### config.mk
export PLATFORM = sky130hd
export DESIGN_NAME = bytelane_parity
export DESIGN_NICKNAME = d
export VERILOG_FILES = /design/src/rtl/bytelane_parity_pkg.sv /design/src/rtl/bytelane_par_gen.sv /design/src/rtl/bytelane_par_chk.sv /design/src/rtl/bytelane_err_reg.sv /design/src/rtl/bytelane_parity.sv
export SDC_FILE = /design/constraint.sdc
export NUM_CORES = 1
export LEC_CHECK = 0
export ABC_AREA = 1
export BUFFER_PORTS_ARGS = -buffer_cell sky130_fd_sc_hd__buf_2
export CAP_MARGIN = 5
export CORE_MARGIN = 5
export CORE_UTILIZATION = 30
export DETAILED_ROUTE_END_ITERATION = 8
export PLACE_DENSITY = 0.59
export SETUP_SLACK_MARGIN = 0.3
export SLEW_MARGIN = 40
export SYNTH_ARGS = -nofsm -noshare
export SYNTH_HDL_FRONTEND = slang
export SYNTH_SLANG_ARGS = --single-unit
### constraint.sdc
create_clock -name clk -period 1.5 [get_ports clk]
set_clock_uncertainty 0.2 [all_clocks]
set_input_delay 0.225 -clock clk [delete_from_list [all_inputs] [get_ports clk]]
set_output_delay 0.225 -clock clk [all_outputs]
set_load 0.02 [all_outputs]
### src/rtl/bytelane_parity_pkg.sv
package bytelane_parity_pkg;

    typedef enum logic {
        PAR_EVEN = 1'b0,
        PAR_ODD  = 1'b1
    } par_mode_e;

    typedef struct packed {
        logic checked;
        logic bad;
    } lane_verdict_t;

    localparam int unsigned FOLD_W = 64;

    function automatic logic fold_parity(input logic [FOLD_W-1:0] vec,
                                         input par_mode_e mode);
        logic acc;
        acc = ^vec;
        return acc ^ logic'(mode);
    endfunction

endpackage

### src/rtl/bytelane_par_gen.sv
module bytelane_par_gen
    import bytelane_parity_pkg::*;
#(
    parameter int unsigned LANE_W = 8
) (
    input  logic [LANE_W-1:0] lane_data,
    input  par_mode_e         mode,
    output logic              par_bit
);
    always_comb begin
        par_bit = fold_parity(FOLD_W'(lane_data), mode);
    end
endmodule

### src/rtl/bytelane_par_chk.sv
module bytelane_par_chk
    import bytelane_parity_pkg::*;
#(
    parameter int unsigned LANE_W = 8
) (
    input  logic [LANE_W-1:0] lane_data,
    input  logic              stored_par,
    input  logic              lane_en,
    input  par_mode_e         mode,
    output lane_verdict_t     verdict
);
    logic expect_bit;

    always_comb begin
        expect_bit      = fold_parity(FOLD_W'(lane_data), mode);
        verdict.checked = lane_en;
        verdict.bad     = lane_en & (expect_bit ^ stored_par);
    end
endmodule

### src/rtl/bytelane_err_reg.sv
module bytelane_err_reg
    import bytelane_parity_pkg::*;
#(
    parameter int unsigned LANES = 2
) (
    input  logic                 clk,
    input  logic                 rst,
    input  logic                 capture,
    input  lane_verdict_t [LANES-1:0] verdicts,
    output logic                 flag_n,
    output logic [LANES-1:0]     lane_bad
);
    logic [LANES-1:0] bad_vec;

    always_comb begin
        for (int i = 0; i < LANES; i++) begin
            bad_vec[i] = verdicts[i].checked & verdicts[i].bad;
        end
    end

    always_ff @(posedge clk) begin
        if (rst) begin
            flag_n   <= 1'b1;
            lane_bad <= '0;
        end else if (capture) begin
            flag_n   <= ~(|bad_vec);
            lane_bad <= bad_vec;
        end
    end
endmodule

### src/rtl/bytelane_parity.sv
module bytelane_parity
    import bytelane_parity_pkg::*;
#(
    parameter int unsigned LANES  = 2,
    parameter int unsigned LANE_W = 8
) (
    input  logic                      clk,
    input  logic                      rst,
    input  logic                      cfg_odd,
    input  logic                      wr_en,
    input  logic [LANES-1:0]          wr_be,
    input  logic [LANES*LANE_W-1:0]   wr_data,
    output logic [LANES-1:0]          par_wdata,
    output logic [LANES-1:0]          par_we,
    input  logic                      rd_done,
    input  logic [LANES-1:0]          rd_be,
    input  logic [LANES*LANE_W-1:0]   rd_data,
    input  logic [LANES-1:0]          rd_par,
    output logic                      pe_n,
    output logic [LANES-1:0]          err_lane
);
    localparam int unsigned BUS_W = LANES * LANE_W;

    par_mode_e                 mode;
    lane_verdict_t [LANES-1:0] verdicts;
    logic [BUS_W-1:0]          wr_bus;
    logic [BUS_W-1:0]          rd_bus;

    assign mode   = par_mode_e'(cfg_odd);
    assign wr_bus = wr_data;
    assign rd_bus = rd_data;

    for (genvar g = 0; g < LANES; g++) begin : g_lane
        bytelane_par_gen #(.LANE_W(LANE_W)) u_gen (
            .lane_data (wr_bus[g*LANE_W +: LANE_W]),
            .mode      (mode),
            .par_bit   (par_wdata[g])
        );

        assign par_we[g] = wr_en & wr_be[g];

        bytelane_par_chk #(.LANE_W(LANE_W)) u_chk (
            .lane_data  (rd_bus[g*LANE_W +: LANE_W]),
            .stored_par (rd_par[g]),
            .lane_en    (rd_be[g]),
            .mode       (mode),
            .verdict    (verdicts[g])
        );
    end

    bytelane_err_reg #(.LANES(LANES)) u_err (
        .clk      (clk),
        .rst      (rst),
        .capture  (rd_done),
        .verdicts (verdicts),
        .flag_n   (pe_n),
        .lane_bad (err_lane)
    );
endmodule

==> results.json <==
{
  "drt-initial-drc-count": 28,
  "dieArea_mm2": 0.003613,
  "maxSlewHeadroom_pct": 85.41,
  "synth_area_leaders": "nand2_1 (30%), xnor2_1 (13%), inv_1 (10%), xor2_1 (10%), dfxtp_1 (8.0%)",
  "synth.yosys.seq_area_share_pct": 7.973,
  "dr_total_vias": 919,
  "die_h_um": 60.11,
  "max_freq_mhz": 629.8,
  "die_w_um": 60.11,
  "placed_cells": 215,
  "root_buffer": "clkbuf_4",
  "violations": "negative setup slack",
  "synth_top_cell_by_area": "nand2_1",
  "cp.required_ps": 1070,
  "yosysWarningCount": 0,
  "crit_path_max_fanout": 2,
  "tritoncts": "built",
  "grt_pass1_wl_mm": 2.822,
  "finalCritPeriodShare_pct": 105.8,
  "viasPerCell": 4.158,
  "final_cells": 221,
  "drv_cap": 0,
  "ant_nets": 0,
  "leakagePower_nw": 0.7313,
  "routed_wl_mm": 1.796,
  "syn_area_um2": 753.2,
  "min-delay-start": "rd_done",
  "powerDensity_mw_per_mm2": 570.6,
  "cts-buffers-inserted": 3,
  "avgSynthCellArea_um2": 5.458,
  "report.final.hold_viol_count": 0,
  "rsz0062_at_grt": "yes",
  "detail_route.wl_per_cell_um": 8.127,
  "portBuffers": 49,
  "synth.top_cell.area_share_pct": 29.90,
  "worst_pin_slew_ps": 217.3,
  "synth_ff_type": "dfxtp_1",
  "worstPathArrival_ps": 1160,
  "synth_edf_count": 0,
  "drc_errors": 0,
  "nNetsFinal": 235,
  "layout-area-overhead-vs-synth_pct": 57.14,
  "clk_pin_slew_ps": 40,
  "clockBufferDepth": 2,
  "grt_max_degree": 7,
  "synth_cells": 138,
  "clk_latency_ps": 240,
  "crit_type": "input port to output pin",
  "slew_violations": 0,
  "place.gp.congestion": 0.7077,
  "antenna_found_initial": 0,
  "startpoint": "wr_data[2]",
  "hpwl_mm": 1.579,
  "core_area_mm2": 0.002432,
  "drtPass1Iterations": 3,
  "irDropWorstVdd_mv": 0.3214,
  "reg2reg_from": "u_err.lane_bad[1]",
  "finalInstanceArea_mm2": 0.001184,
  "first_global_vias": 802,
  "synth-seq-cells": 3,
  "ioPinCount": 50,
  "hold_path.class": "input port to flop",
  "place_area_mm2": 0.001062,
  "syn-num-nets": 181,
  "setup_violations": 2,
  "synth.distinct_cells": 18,
  "floorplan.rows": 18,
  "end_kind": "output pin",
  "outcome": "finished, violations left",
  "post-place-ws_ps": -149.3,
  "h-tree-depth": 1,
  "finalCriticalPeriod_ps": 1588,
  "clock_sinks": 3,
  "worst_slack_ps": -87.70,
  "holdWs_ps": 54.71,
  "cp-start-kind": "input port",
  "n_antenna_cell": 0,
  "fin_setup_tns_ps": -173.2,
  "drive_above_1_share_pct": 40.31,
  "initial_core_util_pct": 30.97,
  "synthArstFlopShare_pct": 0,
  "overflow": 0,
  "track_usage_pct": 10.21
}
## flip-flops by register name, summed over array words and instances, names as in the netlist
name            count
u_err.flag_n        1
u_err.lane_bad      2
## cells in the mapped netlist (2+ instances only)
master,number
o21ai_0,2
nand2_2,3
dfxtp_1,3
buf_4,2
xnor2_1,11
nand3_1,12
inv_2,5
a21oi_1,2
nand3_2,2
xor2_1,9
nand2_1,60
inv_1,21
## layout make-up
type	instances	area, µm²
Timing Repair Buffer	52	324.1
Inverter	27	103.9
Sequential cell	3	60.06
Fill cell	265	1249
Tap cell	30	37.54
Multi-Input combinational cell	105	631.9
Clock buffer	4	26.28
## worst max-delay path: stages
cell and delay [ps]:
buf_8 100, xnor2_4 140, xor2_1 180, xor2_1 200, inv_1 60, nand2_1 50
nand2_1 40, inv_1 60, buf_6 110
## where the power goes
part           switching (W)  internal [W]
clock network      0.0000463      0.000100
registers         0.00000337     0.0000870
logic               0.000227      0.000212
## per-stage QoR
step           utilization (%)  power (W)
5_1_grt                  48.66  0.0007476
2_1_floorplan                -  0.0003960
6_report                 48.66  0.0006754
3_5_place_dp             43.67  0.0004851
4_1_cts                  47.02  0.0006755
3_3_place_gp             43.67  0.0004762
## what timing repair did
action / 4_1_cts / 5_1_grt
gates resized for setup: 14 / 9
hold endpoints to repair: 1 / 0
endpoints found under the setup margin: 3 / 6
gates cloned: 0 / 0
hold buffers: 1 / 0
pin swaps: 5 / 11
setup buffers: 0 / 1
## path summary, 6_finish.rpt
kind / endpoint / slack (ps) / cells after the start
worst max-delay path: par_wdata[0] / -90 / 9
worst min-delay path: u_err.lane_bad[1] / 50 / 2
worst max register to register: u_err.lane_bad[1] / 670 / 2
worst min register to register: u_err.flag_n / 280 / 2
## placed cells by master, fill, tap and decap left out, types with 3 or more instances in the layout
cell type,count
inv_1,21
nand3_2,5
inv_2,5
clkbuf_4,3
buf_2,41
buf_8,3
xnor2_1,9
xor2_1,8
dfxtp_1,3
buf_4,4
nand2_1,58
nand3_1,9
nand2_2,5
buf_6,3
## kinds of logic (layout without fill, tap and decap cells)
kind of cell	Yosys count	count (layout)	share of synthesized area, %
AOI/OAI and AO/OA	5	5	3.821
and+or+nand+nor	79	79	45.52
DFF	3	3	7.974
xor gates and xnor gates	21	21	25.42
buffers and inverters	30	83	17.28
## per-layer routing
metal,vias up,global-route usage (%),wire length [µm]
met3,0,3.672,140
li1,510,-,-
met4,0,3.797,0
met2,26,19.75,1003
met5,-,0,0
met1,383,9.591,651
No activity file was read; power rests on OpenSTA's default activity.
